[config.mk]
export PLATFORM = sky130hd
export DESIGN_NAME = bar_xlate
export DESIGN_NICKNAME = d
export VERILOG_FILES = /design/src/rtl/bar_xlate.sv
export SDC_FILE = /design/constraint.sdc
export NUM_CORES = 1
export LEC_CHECK = 0
export CORE_MARGIN = 2
export CORE_UTILIZATION = 50
export CTS_CLUSTER_DIAMETER = 200
export DETAILED_ROUTE_END_ITERATION = 8
export PLACE_DENSITY = 0.83
export SYNTH_ARGS = -nofsm -noshare
export SYNTH_HDL_FRONTEND = slang
export SYNTH_SLANG_ARGS = --single-unit
[constraint.sdc]
create_clock -name clk -period 3 [get_ports clk]
set_input_delay 0.75 -clock clk [delete_from_list [all_inputs] [get_ports clk]]
set_output_delay 0.75 -clock clk [all_outputs]
set_load 0.05 [all_outputs]
[src/rtl/bar_xlate.sv]
module bar_xlate #(
  parameter int NUM_BAR = 6,
  parameter int LAW = 32,
  parameter bit ROOT_PORT = 1'b0,
  parameter logic [NUM_BAR-1:0] BAR_EN = 6'b101101,
  parameter logic [NUM_BAR-1:0] BAR_IS64 = 6'b000001,
  parameter logic [NUM_BAR-1:0] BAR_PREF = 6'b000001,
  parameter logic [NUM_BAR*8-1:0] BAR_LOG2 = {8'd8, 8'd12, 8'd20, 8'd16, 8'd12, 8'd12},
  parameter logic [NUM_BAR*LAW-1:0] LOCAL_BASE = {32'h5000_0000, 32'h0, 32'h3000_0000,
                                                  32'h2000_0000, 32'h0, 32'h1000_0000}
) (
  input  logic               clk,
  input  logic               rst_n,
  input  logic               cfg_we,
  input  logic [((NUM_BAR>1)?$clog2(NUM_BAR):1)-1:0] cfg_sel,
  input  logic [31:0]        cfg_wdata,
  output logic [31:0]        cfg_rdata,
  input  logic               req_valid,
  input  logic               req_is64,
  input  logic [63:0]        req_addr,
  output logic               rsp_valid,
  output logic               rsp_hit,
  output logic               rsp_ur,
  output logic [((NUM_BAR>1)?$clog2(NUM_BAR):1)-1:0] rsp_bar,
  output logic [NUM_BAR-1:0] rsp_sel,
  output logic               rsp_pref,
  output logic [LAW-1:0]     rsp_addr
);
  localparam int SW = (NUM_BAR > 1) ? $clog2(NUM_BAR) : 1;

  logic [31:0]     base_q [NUM_BAR];
  logic [LAW-1:0]  xaddr  [NUM_BAR];
  logic [NUM_BAR-1:0] match, upper_v, live_v;
  logic [SW-1:0]   win;
  logic            any;
  logic [63:0]     addr64;

  assign addr64 = req_is64 ? req_addr : {32'd0, req_addr[31:0]};

  for (genvar g = 0; g < NUM_BAR; g++) begin : g_slot
    localparam int PRV = (g + NUM_BAR - 1) % NUM_BAR;
    localparam int NXT = (g + 1) % NUM_BAR;
    localparam int N  = int'(BAR_LOG2[g*8 +: 8]);
    localparam int NP = int'(BAR_LOG2[PRV*8 +: 8]);
    localparam bit UP   = (g != 0) && BAR_EN[PRV] && BAR_IS64[PRV];
    localparam bit LIVE = BAR_EN[g] && !UP;
    localparam bit W64  = LIVE && BAR_IS64[g] && (g + 1 < NUM_BAR);
    localparam logic [63:0] AMASK = ~((64'd1 << N) - 64'd1);
    localparam logic [63:0] PMASK = ~((64'd1 << NP) - 64'd1);
    localparam logic [31:0] WMASK = UP ? PMASK[63:32] : (LIVE ? AMASK[31:0] : 32'd0);
    localparam logic [LAW-1:0] OMASK = ~AMASK[LAW-1:0];

    logic [63:0] base64;
    assign base64 = W64 ? {base_q[NXT], base_q[g]} : {32'd0, base_q[g]};
    assign match[g] = LIVE && ((addr64 & AMASK) == base64);
    assign xaddr[g] = (LOCAL_BASE[g*LAW +: LAW] & ~OMASK) | (addr64[LAW-1:0] & OMASK);
    assign upper_v[g] = UP;
    assign live_v[g]  = LIVE;

    always_ff @(posedge clk or negedge rst_n) begin
      if (!rst_n) base_q[g] <= '0;
      else if (cfg_we && cfg_sel == SW'(g)) base_q[g] <= cfg_wdata & WMASK;
    end
  end

  assign cfg_rdata = (int'(cfg_sel) < NUM_BAR) ? base_q[cfg_sel] : 32'd0;
  assign any = |match;

  always_comb begin
    win = '0;
    for (int i = NUM_BAR - 1; i >= 0; i--)
      if (match[i]) win = SW'(i);
  end

  logic          nhit;
  logic [SW-1:0] nbar;
  assign nhit = req_valid && (ROOT_PORT || any);
  assign nbar = ROOT_PORT ? '0 : win;

  always_ff @(posedge clk or negedge rst_n) begin
    if (!rst_n) begin
      rsp_valid <= 1'b0;
      rsp_hit   <= 1'b0;
      rsp_ur    <= 1'b0;
      rsp_bar   <= '0;
      rsp_sel   <= '0;
      rsp_pref  <= 1'b0;
      rsp_addr  <= '0;
    end else begin
      rsp_valid <= req_valid;
      rsp_hit   <= nhit;
      rsp_ur    <= req_valid && !ROOT_PORT && !any;
      rsp_bar   <= nbar;
      rsp_sel   <= nhit ? (NUM_BAR'(1) << nbar) : '0;
      rsp_pref  <= nhit && !ROOT_PORT && BAR_PREF[win];
      rsp_addr  <= ROOT_PORT ? addr64[LAW-1:0] : xaddr[win];
    end
  end

  a_r1_latency: assert property (@(posedge clk) disable iff (!rst_n)
    req_valid |=> rsp_valid);
  a_r1_idle: assert property (@(posedge clk) disable iff (!rst_n)
    !req_valid |=> (!rsp_valid && !rsp_hit && !rsp_ur && rsp_sel == '0));
  a_r8_exclusive: assert property (@(posedge clk) disable iff (!rst_n)
    rsp_valid |-> (rsp_hit != rsp_ur));
  a_r8_no_sel: assert property (@(posedge clk) disable iff (!rst_n)
    rsp_ur |-> rsp_sel == '0);
  a_r9_onehot: assert property (@(posedge clk) disable iff (!rst_n)
    rsp_hit |-> ($onehot(rsp_sel) && rsp_sel[rsp_bar]));
  a_r3_offset: assert property (@(posedge clk) disable iff (!rst_n)
    rsp_hit |-> rsp_addr[3:0] == $past(req_addr[3:0]));
  a_r4_no_upper: assert property (@(posedge clk) disable iff (!rst_n)
    (rsp_hit && !ROOT_PORT) |-> !upper_v[rsp_bar]);
  a_r6_live_only: assert property (@(posedge clk) disable iff (!rst_n)
    (rsp_hit && !ROOT_PORT) |-> live_v[rsp_bar]);
  a_r11_root: assert property (@(posedge clk) disable iff (!rst_n)
    (ROOT_PORT && rsp_valid) |-> (rsp_hit && rsp_bar == '0));
endmodule

-- After elaboration in Yosys (flattened, before gate mapping)
Memories as Yosys holds them, arrays and structs flattened.
Index checks and enable logic that the tools add are counted.
- register bits after elaboration: 149
- ROM bits: 8
- input bits: 104
- output and inout bits: 77
- logic and storage cells: 53
- memories kept: 1
- memory list (memory ; words ; bits a word ; rd ports ; clocked after memory_dff ; write ports ; RTL line ; source):
    (no name shown) ; 8 ; 1 ; 1 ; 0 ; 0 ; 95 ; rsp_pref <= nhit && !ROOT_PORT && BAR_PREF[win];
- magnitude comparators: 4
- equality and inequality tests: 8
- shift operators: 1
- multiplexer cells: 14
- bitwise gates (word level): 2
- reduce and logical (&&, ||, !) cells: 11
- operators by type and width (operator ; number):
    binary-select mux 32 bit (select 3 bit) ; 2
    2-to-1 mux 32 bit ; 5
    2-to-1 mux 64 bit ; 1
    equality test 56 x 24 -> 1 bit ; 1
    equality test 52 bit ; 1
    equality test 48 x 16 -> 1 bit ; 1
    equality test 44 x 12 -> 1 bit ; 1
    2-to-1 mux 3 bit ; 4
    greater-or-equal comparator 4 bit (second input constant) ; 2
    logical AND 1 bit ; 8
    inverter 3 -> 4 bit ; 2
    equality test 3 x 2 -> 1 bit (second input constant) ; 2
    2-to-1 mux 6 bit ; 1
    << shifter 1 x 3 -> 6 bit (first input constant) ; 1
    less-than comparator 3 x 4 -> 1 bit (second input constant) ; 1
    OR reduction 4 bit ; 1
    equality test 3 x 1 -> 1 bit (second input constant) ; 1
    equality test 3 bit (second input constant) ; 1
    zero test 3 bit ; 1
    less-than comparator 3 bit (second input constant) ; 1
    zero test 1 bit ; 1
    2-to-1 mux 1 bit ; 1

-- Logic depth before layout (Yosys ltp)
- depth in word-level cells: 10
- depth in mapped cells: 12
- gate-level depth less buffers: 10

-- Least setup slack after synthesis
OpenSTA, ideal clock, no wires.
- path type: input port to output port
- start point: input cfg_sel[1] (netlist name)
- end point: output cfg_rdata[29]
- arrival time: 2.682 ns
- required time: 2.250 ns
- slack: -0.432 ns
- cell stages on the path: 5
- buffers on the path: 2
- path through: clkbuf_1 buf_1 mux4_2 inv_1 o21ai_0
- cells in the longest elaborated chain, start to end: 5
- elaborated cells on any way between the ends: 6
- those cells by class: order compare (1); mux (4); bitwise (1)
- RTL lines (element ; RTL line ; source):
    from (decl) ; 15 ; input logic [((NUM_BAR>1)?$clog2(NUM_BAR):1)-1:0] cfg_sel,
    inverter 3 -> 4 bit (implied by the code) ; 66 ; assign cfg_rdata = (int'(cfg_sel) < NUM_BAR) ? base_q[cfg_sel] : 32'd0;
    binary-select mux 32 bit (select 3 bit) ; 66 ;
    2-to-1 mux 32 bit (implied by the code) (2 in a row) ; 66 ;
    2-to-1 mux 32 bit (*) ; 66 ;
    to (decl) ; 17 ; output logic [31:0] cfg_rdata,
Every way passes the cells marked *; elsewhere a longest branch is shown, timed or not. The select of a mux whose other input is x is not followed.

-- Worst setup path in the final report
- start point: input req_addr[41]
- end point: register rsp_addr[28]
- elaborated cells on any way between the ends: 13
- those cells by class: eq/ne (4); mux (8); bitwise (1)
- RTL lines (element ; RTL line ; source):
    from (decl) ; 20 ; input logic [63:0] req_addr,
    2-to-1 mux 64 bit (*) ; 38 ; assign addr64 = req_is64 ? req_addr : {32'd0, req_addr[31:0]};
    equality test 44 x 12 -> 1 bit ; 55 ; assign match[g] = LIVE && ((addr64 & AMASK) == base64);
    2-to-1 mux 3 bit (2 in a row) ; 72 ; if (match[i]) win = SW'(i);
    2-to-1 mux 3 bit (*) ; 72 ;
    net nbar[1] ; 76 ; logic [SW-1:0] nbar;
    inverter 3 -> 4 bit (implied by the code) (*) ; 96 ; rsp_addr <= ROOT_PORT ? addr64[LAW-1:0] : xaddr[win];
    binary-select mux 32 bit (select 3 bit) (*) ; 96 ;
    2-to-1 mux 32 bit (implied by the code) (*) (2 in a row) ; 96 ;
    to (signal assigned) ; 96 ;
    to (decl) ; 27 ; output logic [LAW-1:0] rsp_addr
Mark *: on every way through the listed nets, which the timed path passes. The rest lies on a longest branch. The select of a mux whose other input is x is not followed.
A chain may end at the register's enable or synchronous reset.

==> summary.md <==
| Metric | Value |
|---|---|
| Clk slew on worst S/H paths | roughly 0.06 ns |
| Fin. max-slew vios | 0 |
| Clock Tree Root | clkbuf_16 |
| Initial core utilization | between 50% and 60% |
| Post-synthesis sequential area ratio | a little under half |
| Initial DRT Pass Iterations | 6 |
| CTS Buffer Depth | 2 |
| Top_reg_cell synth | dfrtp_1 |
| Setup CP Type | in2reg |
| Hold Path Class | in2async |
| R2R cell count | 9 |
| Initial antenna violation count | 0 |
| # Max-Cap Violations | 0 |
| R2R Path End | rsp_addr[28] |
| Worst-Skew Late Latency | 0.43 ns |
| First-pass GRT wire length | 38.6 mm |
| Final ANT Viol Nets | 0 |
| Via count | 6601 |
| Area occupied by multi-input gates | 3970 um2 |
| Post-DP Area | 10500 um2 |
| Worst R2R Start | base_q[156] |
| TritonCTS clock tree | built |
| Worst-Margin Slew | 0.718 ns |
| Avg WL per Cell | 22.6 um |
| Warnings from Yosys | 0 |
| All-layer global routing usage | 31.8% |
| # nets final | 1028 |
| Die Footprint | 16100 um2 |
| Synth-to-Final Area Change | 49.4% |
| Netlist cell types | 48 |
| GRT overflow | 0 |
| Max FO, Critical Path | 4 |
| Synth area leaders | dfrtp_1, mux2_2, xnor2_1 |
| Startpoint types | input pin |
| Share of the synthesized area in the top cell type | 46.1% |
| Via-to-Cell Ratio | roughly 6 |
| Fin Hold WS | approximately 0.32 ns |
| Die Span Y | 127 um |
| Max Fclk | approximately 340 MHz |
| Worst path bufs/invs | 3 |
| Crit-path slowest cell | clkdlybuf4s50_1 |
| Share of layout cells above drive strength 1 | a little over a third |
| Commonest cells after routing, fill and taps aside | dfrtp_1, clkdlybuf4s50_1, mux2_2 |
| Final Hold Vio Count | 0 |
| CP peak stage delay | 0.48 ns |
| Post-Synthesis Cell Area | 7550 um2 |
| Ant. Diodes | 0 |
| CTS H-tree depth | 4 |
| Sequential cell area | 3480 um2 |
| CTS sink count | 139 |
| Worst vdd ir | 0.000418 V |
| Non-Filler Instances | approximately 1.1k |
| Worst-case clock skew | ~0.0078 ns |
| Vias in the first global route | 6982 |
| CP Data Required Time | 3.31 ns |
| Residual DRC count | 0 |
| Synth area leader | dfrtp_1 |
| RSZ-0062 raised after global routing | yes |
| Rows | 44 |
| Synth Register Bits | between 100 and 150 |
| Detailed placer's ending HPWL | 18.6 mm |
| CP Capture Type | register |
| Area of the core | 14600 um2 |
| CP top delay family | buffers and inverters |
| Placed Cells incl. Taps | 1081 |
| Ys async rst share | 100% |
| Status | finished, final reports clean |
| Crit-path most repeated cell | buf_4 |
| Final Critical Period | 2.98 ns |
| Initial DRC Count | 742 |
| Die width | between 100 and 150 um |
| Fill cells | 943 |
| CTS Buf Count | 17 |
| Post-synth EDFFs | 0 |
| Gp weighted congestion | 0.943 |
| Relative slew slack | 52.1% |
| Leakage | 0.00480 uW |
| Finished Cell Area | 11300 um2 |
| CP cell instances | clkdlybuf4s50_1 -> buf_4 -> o21ai_0 -> a22oi_1 -> a221o_1 -> nor4_4 -> buf_4 -> a21oi_2 -> ha_1 -> mux2_4 |
| Post-Syn Area per Cell | 11.3 um2 |
| Io pins | approximately 180 |
| IO Port Bufs | 171 |
| Final period util | between 90% and 100% |
| PwrDens | about 600 nW/um2 |
| Largest net degree at the start of global routing | just over 70 |
| Hold buffer count at cts | 0 |
| Drt total wl | 25.2 mm |
| Final setup fails | 0 |
| Arrival time worst endpoint | 3.30 ns |
| FF-to-FF setup slack | 0.48 ns |
| Leading cell type in the layout, fill and taps excluded | dfrtp_1 |
| Syn Inst Count | 667 |
[logic make-up (layout without fill, tap and decap cells)]
family	Yosys count	count (layout)	synth area share, %
flip-flops	139	139	46.1
multiplexers	124	124	20.1
XOR/XNOR	84	84	9.75
buffers and inverters	68	325	4.11
AO/OA/AOI/OAI	83	83	6.95
adder cells (fa/ha/maj)	5	5	0.829
other	1	9	0.0497
AND/OR/NAND/NOR	163	163	12.1
[cell type report]
cell class,count,share of cell area (%)
multi-input combinational,468,35.2
clock inverter,14,1.40
clock buffer,18,3.89
inverter,21,0.699
sequential,139,30.8
timing repair buffer,272,25.9
tap,184,2.04
[per-stage QoR]
stage | total power, uW | setup TNS, ns | utilization, % | worst slack [ns]
floorplan | 3590 | -0.812 | - | -0.141
finish | 6720 | 0 | 77.0 | 0.0176
CTS | 6680 | 0 | 76.1 | 0.00417
global placement | 4450 | -5.36 | 71.5 | -0.346
global route | 6950 | -0.0754 | 77.0 | -0.0665
detailed placement | 4520 | -6.67 | 71.5 | -0.443
[what timing repair did]
item                                    4_1_cts  5_1_grt
pin swaps                                     1        4
buffers inserted                              1        1
endpoints found under the setup margin       23       33
gates resized for setup                      16       29
gates cloned                                  1        0
[synthesized netlist by cell type (4+ instances only)]
cell,number
and4bb_2,4
nor4bb_1,4
ha_1,5
inv_1,21
and2b_1,4
nor4_1,16
and3_1,8
a31oi_1,5
mux4_2,12
a21oi_1,10
mux2i_1,12
mux2_2,99
and2_1,15
o21ai_0,37
xnor2_1,62
nor3_1,5
xor2_1,22
nand2_1,36
nor2_1,37
buf_4,11
a22oi_1,11
nand4_1,18
buf_2,11
o22ai_1,5
a31o_2,5
dfrtp_1,139
clkbuf_1,22
[state kept, by name (all words and copies together) (netlist names)]
name / cells
rsp_hit: 1
rsp_addr: 23
rsp_ur: 1
rsp_valid: 1
base_q: 104
rsp_sel: 6
rsp_bar: 3
[per-layer routing]
metal | track usage, % | routed length (um) | vias to the layer above
li1 | - | - | 2854
met1 | 39.8 | 9870 | 3280
met2 | 53.2 | 12500 | 388
met3 | 6.62 | 1890 | 79
met4 | 14.3 | 904 | 0
met5 | 0 | 0 | -
[where the power goes]
| part | switching [uW] | internal, uW | leakage (uW) |
|---|---|---|---|
| sequential | 380 | 2190 | 0.00170 |
| clock | 879 | 1260 | 0.000290 |
| combinational | 960 | 1050 | 0.00281 |
| total | 2220 | 4500 | 0.00480 |
[worst max-delay path by stage]
stage	cells after the start	to	from	slack (ns)
floorplan	5	cfg_rdata[13]	cfg_sel[0]	-0.14
global placement	12	rsp_addr[28]	req_addr[41]	-0.35
detailed placement	11	rsp_addr[28]	req_addr[45]	-0.44
CTS	10	rsp_addr[28]	req_is64	0.004
global route	10	rsp_addr[28]	req_addr[41]	-0.07
finish	10	rsp_addr[28]	req_addr[41]	0.02
Power figures use the tool's default switching activity.
